--- src/rtl/sram_pkg.sv ---
package sram_pkg;
  localparam int LANES  = 2;
  localparam int LANE_W = 9;
  localparam int WORD_W = LANES * LANE_W;

  typedef struct packed {
    logic [LANES-1:0] laneWe;   // lane write strobes, valid at the capturing edge
    logic             loadAdr;  // register read address
    logic             loadOut;  // load pipelined output register
    logic             selFlow;  // present unregistered word
  } sramStb_t;
endpackage

--- src/rtl/sram_ctrl.sv ---
module sram_ctrl
  import sram_pkg::*;
(
  input  logic             clk,
  input  logic             rstN,
  input  logic             ce1N,
  input  logic             ce2,
  input  logic             ce3N,
  input  logic             globalWrN,
  input  logic             byteWrN,
  input  logic [LANES-1:0] laneStbN,
  input  logic             pipeMode,
  input  logic             outEnN,
  input  logic             sleep,
  output sramStb_t         stb,
  output logic             drvEn
);
  logic             chipSel;
  logic [LANES-1:0] laneReq;
  logic             isWrite;
  logic             capRead;
  logic             s1Read;
  logic             s2Read;
  logic             coreDrive;

  assign chipSel = !ce1N && ce2 && !ce3N && !sleep;

  for (genvar g = 0; g < LANES; g++) begin : g_lane
    assign laneReq[g] = !globalWrN || (!byteWrN && !laneStbN[g]);
  end

  assign isWrite = |laneReq;
  assign capRead = chipSel && !isWrite;

  always_ff @(posedge clk or negedge rstN) begin
    if (!rstN) begin
      s1Read <= 1'b0;
      s2Read <= 1'b0;
    end else begin
      s1Read <= capRead;
      s2Read <= s1Read;
    end
  end

  always_comb begin
    stb.laneWe  = chipSel ? laneReq : '0;
    stb.loadAdr = capRead;
    stb.loadOut = s1Read;
    stb.selFlow = !pipeMode;
  end

  // single-cycle deselect: pipelined drive needs the current stage to be a read too
  assign coreDrive = pipeMode ? (s1Read && s2Read) : s1Read;
  assign drvEn     = coreDrive && !outEnN && !sleep;
endmodule

--- src/rtl/sram_dpath.sv ---
module sram_dpath
  import sram_pkg::*;
#(
  parameter int DEPTH  = 64,
  parameter int ADDR_W = $clog2(DEPTH)
) (
  input  logic              clk,
  input  logic              rstN,
  input  sramStb_t          stb,
  input  logic [ADDR_W-1:0] adr,
  input  logic [WORD_W-1:0] wrData,
  output logic [WORD_W-1:0] rdData
);
  logic [ADDR_W-1:0] adrQ;
  logic [WORD_W-1:0] flowWord;
  logic [WORD_W-1:0] pipeReg;

  for (genvar g = 0; g < LANES; g++) begin : g_bank
    logic [LANE_W-1:0] laneMem [DEPTH];
    always_ff @(posedge clk) begin
      if (stb.laneWe[g]) laneMem[adr] <= wrData[g*LANE_W +: LANE_W];
    end
    assign flowWord[g*LANE_W +: LANE_W] = laneMem[adrQ];
  end

  always_ff @(posedge clk or negedge rstN) begin
    if (!rstN) begin
      adrQ    <= '0;
      pipeReg <= '0;
    end else begin
      if (stb.loadAdr) adrQ <= adr;
      if (stb.loadOut) pipeReg <= flowWord;
    end
  end

  assign rdData = stb.selFlow ? flowWord : pipeReg;
endmodule

--- src/rtl/sync_burst_sram.sv ---
module sync_burst_sram
  import sram_pkg::*;
#(
  parameter int DEPTH  = 64,
  parameter int ADDR_W = $clog2(DEPTH)
) (
  input  logic              clk,
  input  logic              rstN,
  input  logic              ce1N,
  input  logic              ce2,
  input  logic              ce3N,
  input  logic [ADDR_W-1:0] adr,
  input  logic [17:0]       wrData,
  input  logic              globalWrN,
  input  logic              byteWrN,
  input  logic [1:0]        laneStbN,
  input  logic              pipeMode,
  input  logic              outEnN,
  input  logic              sleep,
  output logic [17:0]       rdData,
  output logic              drvEn
);
  sramStb_t stb;

  sram_ctrl u_ctrl (
    .clk(clk), .rstN(rstN), .ce1N(ce1N), .ce2(ce2), .ce3N(ce3N),
    .globalWrN(globalWrN), .byteWrN(byteWrN), .laneStbN(laneStbN),
    .pipeMode(pipeMode), .outEnN(outEnN), .sleep(sleep),
    .stb(stb), .drvEn(drvEn)
  );

  sram_dpath #(.DEPTH(DEPTH), .ADDR_W(ADDR_W)) u_dpath (
    .clk(clk), .rstN(rstN), .stb(stb), .adr(adr),
    .wrData(wrData), .rdData(rdData)
  );
endmodule

--- config.mk ---
export PLATFORM = sky130hd
export DESIGN_NAME = sync_burst_sram
export DESIGN_NICKNAME = d
export VERILOG_FILES = /design/src/rtl/sram_pkg.sv /design/src/rtl/sram_ctrl.sv /design/src/rtl/sram_dpath.sv /design/src/rtl/sync_burst_sram.sv
export SDC_FILE = /design/constraint.sdc
export NUM_CORES = 1
export LEC_CHECK = 0
export BUFFER_PORTS_ARGS = -buffer_cell sky130_fd_sc_hd__buf_2
export CAP_MARGIN = 20
export CORE_MARGIN = 2
export CORE_UTILIZATION = 30
export DETAILED_ROUTE_END_ITERATION = 7
export GPL_TIMING_DRIVEN = 0
export PLACE_DENSITY = 0.43
export SLEW_MARGIN = 10
export SYNTH_ARGS = -nofsm -noshare
export SYNTH_HDL_FRONTEND = slang
export SYNTH_SLANG_ARGS = --single-unit
--- constraint.sdc ---
create_clock -name clk -period 5.59 [get_ports clk]
set_input_delay 1.677 -clock clk [delete_from_list [all_inputs] [get_ports clk]]
set_output_delay 1.677 -clock clk [all_outputs]
set_load 0.02 [all_outputs]
==> impl_metrics.toml <==
[routing]
wire_per_inst_um = 31.77
drc = 0
wirelength_um = 150600
vias = 24500
via_per_inst = 5.170
drt_iter0_drc = 2726
ant_nets = 0
dr.pass1.iters = 6

[status]
violations = "setup timing"
status = "complete, but fails checks"

[placed_design]
gp_congestion = 0.8821
dp_hpwl_um = 105200
placed_area_um2 = 49880
dp.cells = 4455
dp_worst_setup_slack_ps = -1007
port-buffer-count = 49

[yosys]
synth.avg_cell_area_um2 = 20.08
ys_seq_area_frac = 0.7626
async_flop_share = 0.02207
synth_compound_gate_area_share = 0.02902
synth_edf_count = 1152
netlist_area_um2 = 46220
ys_seq_elements = 1178
yosysWarnings = 0
ys_types = 45
synth_xor_area_frac = 0
yosys.area_share.simple = 0.03419
yosys.area_share.adder = 0
synthesis.nets = 2337
syn_inst = 2301
synth_top_family_by_area = "multiplexers"
dominantRegCellSynth = "edfxtp_1"
muxShareOfSynthArea = 0.1583

[timing]
setup_tns_ps = -12.11
fin_crit_sh = 1.002
worst_slack_ps = -12.11
worstMarginPinSlew_ps = 1228
whs_ps = 490.4
min_period_ps = 5602
hold_viol = 0
setup_viol = 1
slew_violations = 0
max_freq_ghz = 0.1785
fin_worst_skew_ps = 32.25
rsz0062_at_grt = "true"
slew_headroom = 0.1783

[clocking]
holdBufCountCts = 0
cts.clk_slew.worst_paths_ps = 70
cts.sinks = 1178
htree_levels = 4
cts_tree = "yes"
cts_max_path_buffers = 3
clk_latency_ps = 780
cts_inserted_buffers = 135
root_buffer = "clkbuf_16"

[floorplan]
start_util = 0.3011
dieArea_um2 = 157200
io_pins = 55
core.rowCount = 144
core-area_um2 = 153500
fp.dieW_um = 396.5
fp.dieH_um = 396.5

[power_and_ir_drop]
combPwrFrac = 0.184
p_int_mw = 16.42
power_density_nw_per_um2 = 406.5
vdd_drop_max_mv = 0.3319
total_leakage_power_nw = 17.30
p_total_mw = 22.58
p_sw_mw = 6.165
p_sw_frac = 0.2730
pwr-share-seq = 0.434
clockPowerShare = 0.382

[setup_path]
crit_type = "reg -> out"
worst_setup_path_end_kind = "primary output"
reg2reg_to = "u_dpath.pipeReg[9]"
startpoint = "u_dpath.adrQ[0]"
crit_fanout = 10
crit_end = "rdData[11]"
rrSetupSlack_ps = 2600
worstRegToRegCells = 11
required_ps = 3910
r2r_start = "u_dpath.adrQ[0]"
startpoint_type = "flip-flop"
path_cells = "buf_2 > buf_12 > buf_12 > buf_12 > buf_8 > buf_4 > a211oi_1 > a2111oi_4 > nor4_2 > buf_4 > a21oi_2 > buf_2"
slowest_stage = "a2111oi_4"
max_stage_delay_ps = 440
cp_common_cell = "buf_12"
arrival_ps = 3930

[layout]
syn2layout_area_growth_pct = 20.19
final_cell_area_um2 = 55550
final_util = 0.3619
nets = 2624
fin_cells = 4739
drive_gt1_frac = 0.3184

[flow_run]
cap_violations = 0

[worst_hold_path]
hold_path_class = "reg -> reg"

[global_routing]
grt_start_max_net_pins = 65
grt_usage = 0.1904
antenna_found_initial = 10
grt-ovfl-total = 0
grt_pass1_wl_um = 203800
grt_pass1_vias = 24764
-- cells in the mapped netlist (2+ instances only) --
library cell	n	area share
or2_2	3	0.00041
o22ai_1	68	0.0092
nand3b_1	8	0.0013
edfxtp_1	1152	0.75
buf_1	8	0.00065
or3b_2	3	0.00057
nand3_1	14	0.0015
or3_1	4	0.00054
dfrtp_1	26	0.014
mux4_2	224	0.11
nand2b_1	8	0.0011
buf_6	11	0.0027
nor2_1	166	0.013
o211ai_1	2	0.00032
mux2_2	83	0.020
buf_4	14	0.0023
inv_1	15	0.0012
nor2b_1	27	0.0037
a22oi_1	25	0.0041
a31oi_1	6	0.00081
and3_1	9	0.0012
buf_2	36	0.0039
a31o_1	7	0.0013
mux2_1	19	0.0046
nand2_1	55	0.0045
clkbuf_1	62	0.0050
nor3_1	14	0.0015
a2111oi_0	18	0.0034
a211oi_1	15	0.0024
o21ai_0	2	0.00022
nor4_1	19	0.0026
a21oi_1	28	0.0030
o31ai_1	19	0.0031
mux2i_1	112	0.024
and2_1	6	0.00081
a22o_1	4	0.00076
-- sequential cells by signal, indices dropped and copies added, names as in the netlist --
register and cells:
u_dpath.g_bank.laneMem 1152, u_dpath.adrQ 6, u_dpath.pipeReg 18, u_ctrl.s2Read 1, u_ctrl.s1Read 1
-- kinds of logic after synthesis --
group	after synthesis
buf+inv	147
compound gates	196
flops	1178
mux	438
simple gates	342
-- critical path: cells and delay by family, from the launching register on --
| kind | cells | cell delay [ps] |
|---|---|---|
| AO/OA/AOI/OAI | 3 | 910 |
| buffers and inverters | 8 | 1690 |
| flip-flops | 1 | 370 |
| AND/OR/NAND/NOR | 1 | 110 |
-- placed cells by master, fill, tap and decap left out, drive strengths merged, types with 2 or more instances in the layout --
cell,count
a31oi,6
dfrtp,26
o211ai,2
buf,219
mux2i,112
o21ai,2
edfxtp,1152
and2,6
nand3b,8
or3,4
nor3,14
a211oi,15
a22oi,25
a2111oi,18
nor2,166
inv,25
mux4,224
clkbuf,228
or3b,3
and3,9
a21oi,28
nand2b,8
mux2,102
nand3,14
o22ai,68
o31ai,19
diode,3
a22o,4
clkinvlp,5
nor2b,27
clkinv,48
bufinv,13
or2,4
nor4,19
nand2,55
a31o,7
-- area by class of cell --
class | instances | area (um^2)
clock buffers | 165 | 3512
plain buffers | 128 | 1054
clock inverters | 76 | 755.7
fillers | 14235 | 97960
repair buffers | 154 | 1469
well taps | 2044 | 2557
diodes | 3 | 7.507
multi-input cells | 976 | 10890
flip-flops and latches | 1178 | 35250
inverters | 15 | 56.30
-- power by group through the flow --
| stage | clock network, mW | logic (mW) | registers, mW |
|---|---|---|---|
| after floorplan | 0 | 2.05 | 9.96 |
| after global placement | 0 | 3.69 | 9.98 |
| after detailed placement | 0 | 3.77 | 9.98 |
| after CTS | 8.80 | 4.10 | 9.81 |
| after global routing | 9.12 | 4.30 | 9.80 |
| final | 8.62 | 4.15 | 9.81 |
-- how the worst min path moves through the flow --
stage,from,to,slack (ps),depth (start not counted)
6_report,u_dpath.pipeReg[14],u_dpath.pipeReg[14],490,2
5_1_grt,u_ctrl.s1Read,u_ctrl.s2Read,490,0
4_1_cts,u_ctrl.s1Read,u_ctrl.s2Read,470,0
3_5_place_dp,u_ctrl.s1Read,u_ctrl.s2Read,460,0
3_3_place_gp,u_ctrl.s1Read,u_ctrl.s2Read,460,0
2_1_floorplan,u_ctrl.s1Read,u_ctrl.s2Read,350,0
-- layer usage --
layer | share of wire | routed length, um | up-vias | global-route usage
li1 | - | - | 10065 | -
met1 | 0.43 | 65050 | 13221 | 0.2608
met2 | 0.46 | 69880 | 977 | 0.2993
met3 | 0.073 | 11000 | 231 | 0.04375
met4 | 0.031 | 4599 | 6 | 0.06213
met5 | 0.00029 | 43 | - | 0
-- what timing repair did --
item / in CTS / in global routing
setup buffers: 6 / 1
endpoints found under the setup margin: 18 / 18
gates resized for setup: 209 / 37
pin swaps: 14 / 3
No activity file was read; power rests on OpenSTA's default activity.
